--- src/rtl/cal_clock_pkg.sv ---
package cal_clock_pkg;

  typedef struct packed {
    logic [7:0] yr;
    logic [7:0] mon;
    logic [7:0] dom;
    logic [7:0] dow;
    logic [7:0] hr;
    logic [7:0] mn;
    logic [7:0] sc;
  } cal_time_t;

  // stored byte -> binary value
  function automatic logic [7:0] fld_dec(input logic [7:0] raw, input logic bin);
    logic [7:0] tens;
    tens = {4'd0, raw[7:4]};
    if (bin) return raw;
    return tens * 8'd10 + {4'd0, raw[3:0]};
  endfunction

  // binary value -> stored byte
  function automatic logic [7:0] fld_enc(input logic [7:0] val, input logic bin);
    logic [7:0] t;
    logic [7:0] o;
    t = val / 8'd10;
    o = val % 8'd10;
    if (bin) return val;
    return {t[3:0], o[3:0]};
  endfunction

  // hours byte (either format) -> 0..23
  function automatic logic [7:0] hr_to24(input logic [7:0] raw, input logic bin,
                                         input logic m24);
    logic [7:0] h;
    if (m24) return fld_dec(raw, bin);
    h = fld_dec({1'b0, raw[6:0]}, bin);
    if (h == 8'd12) h = 8'd0;
    if (raw[7]) h = h + 8'd12;
    return h;
  endfunction

  // 0..23 -> hours byte in the selected format
  function automatic logic [7:0] hr_from24(input logic [7:0] h, input logic bin,
                                           input logic m24);
    logic [7:0] h12;
    logic [7:0] r;
    if (m24) return fld_enc(h, bin);
    h12 = h % 8'd12;
    if (h12 == 8'd0) h12 = 8'd12;
    r = fld_enc(h12, bin);
    r[7] = (h >= 8'd12);
    return r;
  endfunction

  function automatic logic [7:0] month_len(input logic [7:0] mo, input logic [7:0] yr,
                                           input int leap_period);
    case (mo)
      8'd2:                        return ((int'(yr) % leap_period) == 0) ? 8'd29 : 8'd28;
      8'd4, 8'd6, 8'd9, 8'd11:     return 8'd30;
      default:                     return 8'd31;
    endcase
  endfunction

endpackage

--- src/rtl/cal_advance.sv ---
module cal_advance
  import cal_clock_pkg::*;
#(
  parameter int YEAR_SPAN   = 100,
  parameter int LEAP_PERIOD = 4
) (
  input  cal_time_t cur,
  input  logic      bin_mode,
  input  logic      mode24,
  output cal_time_t nxt,
  output logic      sec_wrap,
  output logic      min_wrap,
  output logic      hr_wrap,
  output logic      dom_wrap,
  output logic      mon_wrap
);

  localparam logic [7:0] YR_LAST = 8'(YEAR_SPAN - 1);

  logic [7:0] s, m, h, dw, d, mo, y, ml;

  always_comb begin
    s  = fld_dec(cur.sc, bin_mode);
    m  = fld_dec(cur.mn, bin_mode);
    h  = hr_to24(cur.hr, bin_mode, mode24);
    dw = fld_dec(cur.dow, bin_mode);
    d  = fld_dec(cur.dom, bin_mode);
    mo = fld_dec(cur.mon, bin_mode);
    y  = fld_dec(cur.yr, bin_mode);
    ml = month_len(mo, y, LEAP_PERIOD);

    sec_wrap = (s >= 8'd59);
    min_wrap = sec_wrap && (m >= 8'd59);
    hr_wrap  = min_wrap && (h >= 8'd23);
    dom_wrap = hr_wrap && (d >= ml);
    mon_wrap = dom_wrap && (mo >= 8'd12);

    // untouched fields keep their raw byte
    nxt    = cur;
    nxt.sc = fld_enc(sec_wrap ? 8'd0 : s + 8'd1, bin_mode);
    if (sec_wrap)
      nxt.mn = fld_enc((m >= 8'd59) ? 8'd0 : m + 8'd1, bin_mode);
    if (min_wrap)
      nxt.hr = hr_from24((h >= 8'd23) ? 8'd0 : h + 8'd1, bin_mode, mode24);
    if (hr_wrap) begin
      nxt.dow = fld_enc((dw >= 8'd7 || dw == 8'd0) ? 8'd1 : dw + 8'd1, bin_mode);
      nxt.dom = fld_enc((d >= ml) ? 8'd1 : d + 8'd1, bin_mode);
    end
    if (dom_wrap)
      nxt.mon = fld_enc((mo >= 8'd12) ? 8'd1 : mo + 8'd1, bin_mode);
    if (mon_wrap)
      nxt.yr = fld_enc((y >= YR_LAST) ? 8'd0 : y + 8'd1, bin_mode);
  end

endmodule

--- src/rtl/cal_alarm_match.sv ---
module cal_alarm_match
  import cal_clock_pkg::*;
#(
  parameter int NUM_FIELDS = 3
) (
  input  cal_time_t                   t,
  input  logic [NUM_FIELDS-1:0][7:0]  al,
  output logic [NUM_FIELDS-1:0]       field_hit,
  output logic                        hit
);

  logic [2:0][7:0] cur_v;
  assign cur_v = {t.hr, t.mn, t.sc};

  for (genvar i = 0; i < NUM_FIELDS; i++) begin : g_fld
    logic wild;
    assign wild         = (al[i][7:6] == 2'b11);
    assign field_hit[i] = wild || (al[i] == cur_v[i]);
  end

  assign hit = &field_hit;

endmodule

--- src/rtl/cal_clock.sv ---
module cal_clock
  import cal_clock_pkg::*;
#(
  parameter int         AW          = 4,
  parameter int         YEAR_SPAN   = 100,
  parameter int         LEAP_PERIOD = 4,
  parameter logic [7:0] CTRL_RESET  = 8'h02
) (
  input  logic          clk,
  input  logic          rst_n,
  input  logic          tick,
  input  logic          wr_en,
  input  logic [AW-1:0] addr,
  input  logic [7:0]    wr_data,
  output logic [7:0]    rd_data,
  output logic          alarm_hit
);

  localparam logic [AW-1:0] A_SEC    = AW'(0);
  localparam logic [AW-1:0] A_AL_SEC = AW'(1);
  localparam logic [AW-1:0] A_MIN    = AW'(2);
  localparam logic [AW-1:0] A_AL_MIN = AW'(3);
  localparam logic [AW-1:0] A_HR     = AW'(4);
  localparam logic [AW-1:0] A_AL_HR  = AW'(5);
  localparam logic [AW-1:0] A_DOW    = AW'(6);
  localparam logic [AW-1:0] A_DOM    = AW'(7);
  localparam logic [AW-1:0] A_MON    = AW'(8);
  localparam logic [AW-1:0] A_YR     = AW'(9);
  localparam logic [AW-1:0] A_CTRL   = AW'(10);
  localparam logic [7:0]    CTRL_MASK = 8'h86;

  localparam cal_time_t TIME_RESET = '{yr: 8'h00, mon: 8'h01, dom: 8'h01, dow: 8'h01,
                                       hr: 8'h00, mn: 8'h00, sc: 8'h00};

  cal_time_t       time_q, time_d, time_nx;
  logic [2:0][7:0] al_q, al_d;
  logic [7:0]      ctrl_q, ctrl_d;

  logic freeze, bin_mode, mode24;
  logic upd_evt;
  logic sec_wrap, min_wrap, hr_wrap, dom_wrap, mon_wrap;
  logic [2:0] field_hit;
  logic hit_nx;

  assign freeze   = ctrl_q[7];
  assign bin_mode = ctrl_q[2];
  assign mode24   = ctrl_q[1];
  assign upd_evt  = tick && !freeze;

  cal_advance #(
    .YEAR_SPAN  (YEAR_SPAN),
    .LEAP_PERIOD(LEAP_PERIOD)
  ) u_adv (
    .cur     (time_q),
    .bin_mode(bin_mode),
    .mode24  (mode24),
    .nxt     (time_nx),
    .sec_wrap(sec_wrap),
    .min_wrap(min_wrap),
    .hr_wrap (hr_wrap),
    .dom_wrap(dom_wrap),
    .mon_wrap(mon_wrap)
  );

  cal_alarm_match #(.NUM_FIELDS(3)) u_match (
    .t        (time_nx),
    .al       (al_q),
    .field_hit(field_hit),
    .hit      (hit_nx)
  );

  // next state: update first, then a write overrides its own field
  always_comb begin
    time_d = upd_evt ? time_nx : time_q;
    al_d   = al_q;
    ctrl_d = ctrl_q;
    if (wr_en) begin
      case (addr)
        A_SEC:    time_d.sc  = wr_data;
        A_AL_SEC: al_d[0]    = wr_data;
        A_MIN:    time_d.mn  = wr_data;
        A_AL_MIN: al_d[1]    = wr_data;
        A_HR:     time_d.hr  = wr_data;
        A_AL_HR:  al_d[2]    = wr_data;
        A_DOW:    time_d.dow = wr_data;
        A_DOM:    time_d.dom = wr_data;
        A_MON:    time_d.mon = wr_data;
        A_YR:     time_d.yr  = wr_data;
        A_CTRL:   ctrl_d     = wr_data & CTRL_MASK;
        default:  ;
      endcase
    end
  end

  always_ff @(posedge clk) begin
    if (!rst_n) begin
      time_q    <= TIME_RESET;
      al_q      <= '0;
      ctrl_q    <= CTRL_RESET & CTRL_MASK;
      alarm_hit <= 1'b0;
    end else begin
      time_q    <= time_d;
      al_q      <= al_d;
      ctrl_q    <= ctrl_d;
      alarm_hit <= upd_evt && hit_nx;
    end
  end

  always_comb begin
    case (addr)
      A_SEC:    rd_data = time_q.sc;
      A_AL_SEC: rd_data = al_q[0];
      A_MIN:    rd_data = time_q.mn;
      A_AL_MIN: rd_data = al_q[1];
      A_HR:     rd_data = time_q.hr;
      A_AL_HR:  rd_data = al_q[2];
      A_DOW:    rd_data = time_q.dow;
      A_DOM:    rd_data = time_q.dom;
      A_MON:    rd_data = time_q.mon;
      A_YR:     rd_data = time_q.yr;
      A_CTRL:   rd_data = ctrl_q;
      default:  rd_data = 8'h00;
    endcase
  end

endmodule

--- config.mk ---
export PLATFORM = sky130hd
export DESIGN_NAME = cal_clock
export DESIGN_NICKNAME = d
export VERILOG_FILES = /design/src/rtl/cal_clock_pkg.sv /design/src/rtl/cal_advance.sv /design/src/rtl/cal_alarm_match.sv /design/src/rtl/cal_clock.sv
export SDC_FILE = /design/constraint.sdc
export NUM_CORES = 1
export LEC_CHECK = 0
export ABC_AREA = 1
export BUFFER_PORTS_ARGS = -buffer_cell sky130_fd_sc_hd__buf_4
export CORE_AREA = 2 2 168 170
export DETAILED_ROUTE_END_ITERATION = 12
export DIE_AREA = 0 0 170 172
export PLACE_DENSITY = 0.58
export SKIP_LAST_GASP = 1
export SYNTH_ARGS = -nofsm -noshare
export SYNTH_HDL_FRONTEND = slang
export SYNTH_SLANG_ARGS = --single-unit
--- constraint.sdc ---
create_clock -name clk -period 4.8 [get_ports clk]
set_clock_uncertainty 0.1 [all_clocks]
set_input_delay 0.48 -clock clk [delete_from_list [all_inputs] [get_ports clk]]
set_output_delay 0.48 -clock clk [all_outputs]
set_load 0.005 [all_outputs]
### Word-level counts from Yosys, hierarchy flattened

Cells that the tools add are included.

| word-level totals | value |
|---|---|
| input bits | 16 |
| register bits | 84 |
| word-level logic and storage cells | 183 |

| operators by class | value |
|---|---|
| multiply operators | 8 |
| muxes and demuxes | 79 |
| $add $sub $neg | 16 |
| $lt $le $gt $ge | 8 |
| equal/unequal tests | 22 |
| reductions and logical operators | 21 |
| div/mod/pow operators | 17 |

Operator list:

| operator | count |
|---|---|
| $mux W8 | 59 |
| $mux W56 | 2 |
| $pmux W8 S11 | 1 |
| $mod A8 B4 Y8 const B | 9 |
| $div A8 B4 Y8 const B | 8 |
| $add A8 B1 Y8 const B | 7 |
| $add A8 B4 Y8 | 7 |
| $mul A4 B3 Y7 const B | 7 |
| $logic_not A32 Y1 | 1 |
| $eq A8 B4 Y1 const B | 3 |
| $eq A8 B8 Y1 | 3 |
| $eq A4 B3 Y1 const B | 4 |
| $eq A8 B3 Y1 const B | 2 |
| $ge A8 B4 Y1 const B | 2 |
| $ge A8 B6 Y1 const B | 2 |
| $logic_not A8 Y1 | 2 |
| $mux W16 | 1 |
| $pmux W8 S2 | 1 |
| $mux W7 | 2 |
| $mux W1 | 13 |
| $eq A4 B4 Y1 const B | 3 |
| $add A7 B4 Y8 | 1 |
| $add A8 B4 Y8 const B | 1 |
| $eq A4 B2 Y1 const B | 2 |
| 15 further kinds | 28 |

### Logic depth before layout (Yosys ltp)

| depth | value |
|---|---|
| depth after elaboration | 25 |
| gate-level depth with buffers | 37 |

### By module

Synthesis repeated with hierarchy kept, for this count alone.

| second synthesis, totals | value |
|---|---|
| cell total of the unflattened synthesis | 1910 |
| area, all modules | 11066.9 µm² |

Modules (own cells, without submodules):

| module | times used | area an instance (µm²) | cells an instance | sequential area each (µm²) |
|---|---|---|---|---|
| cal_advance | 1 | 6003.3 | 1057 | 0.0 |
| cal_clock | 1 | 4628.2 | 759 | 1681.6 |
| cal_alarm_match | 1 | 435.4 | 94 | 0.0 |

### Worst setup path after synthesis

OpenSTA, ideal clock, no wires.

| path | value |
|---|---|
| kind | reg-to-reg |
| start | reg time_q[45] (netlist bit) |
| end | reg time_q[35] (netlist bit) |
| buffers on the path | 0 |
| stages on the path, launching flop included | 33 |
| setup time | 0.122 ns |
| period minus slack after synthesis | 4.904 ns |
| arrival time | 4.683 ns |
| setup slack | -0.104 ns |
| required time | 4.578 ns |
| cells stage by stage | dfxtp_1 -> ha_1 -> ha_1 -> fa_1 -> inv_1 -> or2_2 -> nor3_1 -> xnor2_1 -> nor2_1 -> nand4_1 -> a21oi_1 -> nand2_1 -> o21ai_0 -> inv_1 -> ha_1 -> o21ai_0 -> a21oi_1 -> a21oi_1 -> nand2_1 -> inv_2 -> nand3_1 -> nor2_1 -> o21ai_0 -> nand2_1 -> nand2_1 -> nand2_1 -> inv_1 -> ha_1 -> inv_1 -> nand2_1 -> xor2_1 -> o21ai_0 -> a21oi_1 |

| between the ends | value |
|---|---|
| word-level cells in the longest chain between the ends | 14 |

Ends and longest elaborated chain:

| what | line | text |
|---|---|---|
| start, declared | cal_clock.sv:35 | `cal_time_t time_q, time_d, time_nx;` |
| start signal, assigned | cal_clock.sv:102 | `time_q <= time_d;` |
| $mul A4 B3 Y7 | cal_clock_pkg.sv:18 | `return tens * 8'd10 + {4'd0, raw[3:0]};` |
| $add A8 B4 Y8 | cal_clock_pkg.sv:18 |  |
| $mux W8 (*) | cal_clock_pkg.sv:18 |  |
| $eq A8 B3 Y1 or $eq A8 B4 Y1 (tied branches) | cal_clock_pkg.sv:57 | `case (mo)` |
| $reduce_or A4 Y1 | cal_clock_pkg.sv:57 |  |
| $pmux W8 S2 (*) | cal_clock_pkg.sv:57 |  |
| $ge A8 B8 Y1 (*) | cal_advance.sv:47 | `nxt.dom = fld_enc((d >= ml) ? 8'd1 : d + 8'd1, bin_mode);` |
| $mux W8 (*) | cal_advance.sv:47 |  |
| $mod A8 B4 Y8 or $mux W8 (tied branches) | cal_clock_pkg.sv:26, cal_clock_pkg.sv:27 |  |
| $mux W8 (*) | cal_clock_pkg.sv:28 | `return {t[3:0], o[3:0]};` |
| $mux W16 (*) | cal_advance.sv:45 | `if (hr_wrap) begin` |
| $mux W56 (*) | cal_clock.sv:74 | `time_d = upd_evt ? time_nx : time_q;` |
| $mux W8 | cal_clock.sv:78 | `case (addr)` |
| $mux W56 (*) | cal_clock.sv:77 | `if (wr_en) begin` |

Mark *: on every way between the ends. The rest lies on a longest branch, timed or not. The select of a mux whose other input is x is not followed.
A chain may end at the register's enable or synchronous reset.

### Worst setup path in the final report

Ends and elaborated chain as after synthesis.

==> run summary <==
The number of buffers inserted for hold repair after clock tree synthesis came out at 0. The insertion delay of the later-clocked pin in the worst-skew pair is 0.36 ns. The kind of cell with the highest combined delay along the critical path is simple AND/OR/NAND/NOR gates. The flow ran to the end, but the final reports show violations. The total number of H-tree levels is 3.

The total global routing overflow is 0. The placement-stage cell area is 10200 µm². Setup repair after global routing could not meet its margin everywhere.

The largest net degree at the start of global routing is 70. The total routing resource utilization after global routing came out at 21.1%. The worst-case clock buffer depth came out at 2.

Once detail routing completed, the nets flagged for antenna violations numbered 0. The met3 wirelength from detailed routing came out at 1.63 mm. Setup slack on the critical path of the routed design comes to -0.0786 ns. The highest fanout seen on the critical path came out at 4.

Counting every net in the synthesized netlist gives 1648. Among all stages on the critical path, the largest delay is contributed by sky130_fd_sc_hd__fa_1. The area of the die is 29200 µm². The first-pass GRT wire length came out at 48.9 mm. The standard cell core area is 27500 µm². The most used flip-flop cell after synthesis is sky130_fd_sc_hd__dfxtp_1.

After clock tree synthesis, the clock-pin slew on the worst setup and hold paths is 0.07 ns. The half-perimeter wire length of the detailed placement result came out at 23.5 mm. The area added between synthesis and finish came out at 16.2%. Across all hold checks on the routed design, the worst slack comes to 0.375 ns.

The summed area of non-filler cells in the final layout came out at 11000 µm². STA puts the critical path data arrival time at 5.01 ns. The async set-or-reset flop fraction in the synthesized netlist came out at 0%.

The distinct cell type count of the synthesized netlist came out at 52. The via count came out at 10.3k. The number of buffers and inverters on the critical path is 5. The critical path runs through a total of 29 cells. The top-level I/O count is 25. The count of cells along the worst hold path came out at 3.

The number of DRC violations after detailed-routing iteration 0 is 794. The worst pin sits at a relative slew slack of 49.2%. The initial cell density of the core is 34.3%. The max-cap check violation count is 0. The count of buffers from port buffering is 24. The setup path with the least slack is of type register to register. The reported leakage power is 4.94 nW. After detailed routing, no signal wire sits above met4. In this run, synthesis inferred 0 flip-flops with an integrated enable. The number of fill cells in the layout is 2982. The iteration count of the initial detailed-routing pass came out at 5. The data required time at the worst endpoint is 4.93 ns. The clock sink count came out at 84. The register area share after synthesis is 17.8%.

For the pin with the worst max-slew slack, the measured transition is 0.762 ns. The number of antenna violations at the first check in global routing is 0. The worst setup path is captured at a register. STA classifies the critical path startpoint as a register.

The via count of the first global-routing pass was 9326. The post-layout utilization of the core is 39.9%. The number of slew-limit violations in the final report is 0. The number of buffers added by the clock tree synthesis step came out at 9.

The final net count came out at 1695. The highest clock rate is 0.205 GHz. OpenSTA, run right after detailed placement, puts the worst setup slack at -0.279 ns. The chip width is 170 µm.

In this design, the critical path's most frequently occurring cell is sky130_fd_sc_hd__a21oi_2. The routed design uses 14.6 mm of met2 wire. The number of cells on the worst reg-to-reg path came out at 29. For this run, the number of Yosys warnings is 0. Dividing the detail-routed via count by the number of cells gives 5.29. The hold violation count in the final report is 0. TritonCTS built the clock tree. The checks that failed: negative setup slack.

The total detailed-routing wirelength came out at 31.1 mm. The largest stage delay on the critical path is 0.52 ns. The global placement routability congestion is 0.928. The power density over the cells is 233 nW/µm². Row generation in the floorplan step produced 61 rows. After detailed routing, the wire length on met1 is 14.2 mm. The vertical extent of the die came out at 172 µm. The post-route netlist has 14.4% of its cells at a drive strength greater than 1. The cell area after synthesis came out at 9430 µm². The detailed-route DRC error count came out at 0. The master cell of the clock root buffer is sky130_fd_sc_hd__clkbuf_16. The number of instances in the synthesized netlist came out at 1545. The post-synthesis sequential element count came out at 84. The total power of the final layout came out at 2.56 mW. The count of endpoints failing setup in the final report is 3. The worst-case IR drop observed on VDD is 0.000187 V. The portion of the clock cycle consumed by the worst path in the final layout is 102%.

Averaged over all synthesized cells, the footprint is 6.10 µm². The shortest clock period the worst path allows after layout is 4.88 ns. The average wire per cell in the routed design came out at 16.0 µm. The class of the worst hold path is input port to register.
==> synthesized netlist by cell type (6+ instances only) <==
master / n / share of area [%]
sky130_fd_sc_hd__inv_2: 13 / 0.52
sky130_fd_sc_hd__inv_1: 204 / 8.1
sky130_fd_sc_hd__a21oi_1: 120 / 6.4
sky130_fd_sc_hd__o22ai_1: 17 / 1.1
sky130_fd_sc_hd__ha_1: 73 / 9.7
sky130_fd_sc_hd__clkinv_1: 7 / 0.28
sky130_fd_sc_hd__nor3_1: 11 / 0.58
sky130_fd_sc_hd__nand3b_1: 7 / 0.56
sky130_fd_sc_hd__a221oi_1: 17 / 1.6
sky130_fd_sc_hd__buf_2: 6 / 0.32
sky130_fd_sc_hd__fa_1: 14 / 3.0
sky130_fd_sc_hd__nand2_2: 14 / 0.93
sky130_fd_sc_hd__nand3_1: 116 / 6.2
sky130_fd_sc_hd__o211ai_1: 10 / 0.80
sky130_fd_sc_hd__or2_2: 9 / 0.60
sky130_fd_sc_hd__xor2_1: 30 / 2.8
sky130_fd_sc_hd__a211oi_1: 17 / 1.4
sky130_fd_sc_hd__clkbuf_1: 34 / 1.4
sky130_fd_sc_hd__xnor2_1: 16 / 1.5
sky130_fd_sc_hd__o21ai_0: 113 / 6.0
sky130_fd_sc_hd__dfxtp_1: 84 / 18
sky130_fd_sc_hd__nand2_1: 392 / 16
sky130_fd_sc_hd__nand4_1: 12 / 0.80
sky130_fd_sc_hd__a31oi_1: 23 / 1.5
sky130_fd_sc_hd__o21ai_1: 16 / 0.85
sky130_fd_sc_hd__nor2_1: 113 / 4.5
==> registers in the layout, indices dropped and copies added (netlist names) <==
register,flops
al_q,24
alarm_hit,1
time_q,56
ctrl_q,3
==> metrics by stage <==
stage	TNS (ns)	instances
final	-0.124	1942
after global routing	-1.75	1941
after CTS	-0.120	1929
after detailed placement	-0.932	1909
after global placement	-0.526	1909
after floorplan	0	1545
==> what timing repair did <==
item / CTS / global route
hold endpoints to repair: 0 / 0
buffers inserted: 7 / 13
pin swaps: 21 / 33
endpoints found under the setup margin: 4 / 24
resized for setup: 28 / 73
==> routing by layer <==
layer | GRT usage [%] | vias to the layer above
li1 | - | 5235
met1 | 27.9 | 4705
met2 | 36.5 | 288
met3 | 2.01 | 44
met4 | 6.50 | 0
met5 | 0 | -
==> final cells by class <==
cell class,count,area (µm²),share of cell area (%)
antenna,1,2.50,0.0228
clock buffer,10,239,2.18
clock inverter,4,75.1,0.685
inverter,224,848,7.74
multi-input combinational,1188,7020,64.1
sequential,84,1690,15.4
tap,346,433,3.95
timing repair buffer,85,647,5.90
==> final timing paths <==
check	from	endpoint	slack, ns
worst max-delay path	time_q[45]	time_q[35]	-0.08
worst min-delay path	wr_en	al_q[7]	0.38
worst max register to register	time_q[45]	time_q[35]	-0.08
worst min register to register	al_q[22]	alarm_hit	0.39
==> where the power goes <==
group,switching (mW),internal (mW),total (mW)
logic,0.650,0.362,1.01
clock network,0.300,0.464,0.765
registers,0.0487,0.730,0.779
total,0.999,1.56,2.56
==> worst register-to-register path, delay by kind of cell (launching register included) <==
kind,cells,cell delay (ns)
compound gates,9,1.04
xor+xnor,2,0.24
fa+ha+maj,4,1.14
buf+inv,5,0.61
flops,1,0.34
simple gates,9,1.30
==> cells in the final DEF (no fill, tap or decap), types with 17 or more instances in the layout <==
| master | n |
|---|---|
| sky130_fd_sc_hd__nand2_1 | 377 |
| sky130_fd_sc_hd__inv_1 | 197 |
| sky130_fd_sc_hd__nand3_1 | 114 |
| sky130_fd_sc_hd__a21oi_1 | 114 |
| sky130_fd_sc_hd__o21ai_0 | 104 |
| sky130_fd_sc_hd__nor2_1 | 101 |
| sky130_fd_sc_hd__buf_4 | 81 |
| sky130_fd_sc_hd__dfxtp_1 | 77 |
| sky130_fd_sc_hd__ha_1 | 67 |
| sky130_fd_sc_hd__xor2_1 | 30 |
| sky130_fd_sc_hd__nand2_2 | 25 |
| sky130_fd_sc_hd__a31oi_1 | 22 |
| sky130_fd_sc_hd__o21ai_1 | 20 |
| sky130_fd_sc_hd__inv_2 | 19 |
| sky130_fd_sc_hd__o22ai_1 | 17 |
==> kinds of logic after synthesis <==
family | Yosys count | share of synthesized area [%]
flops | 84 | 17.8
simple gates | 695 | 31.7
xor+xnor | 47 | 4.45
buf+inv | 273 | 11.3
compound gates | 359 | 22.1
fa+ha+maj | 87 | 12.7
(Power assumes the default switching activity.)
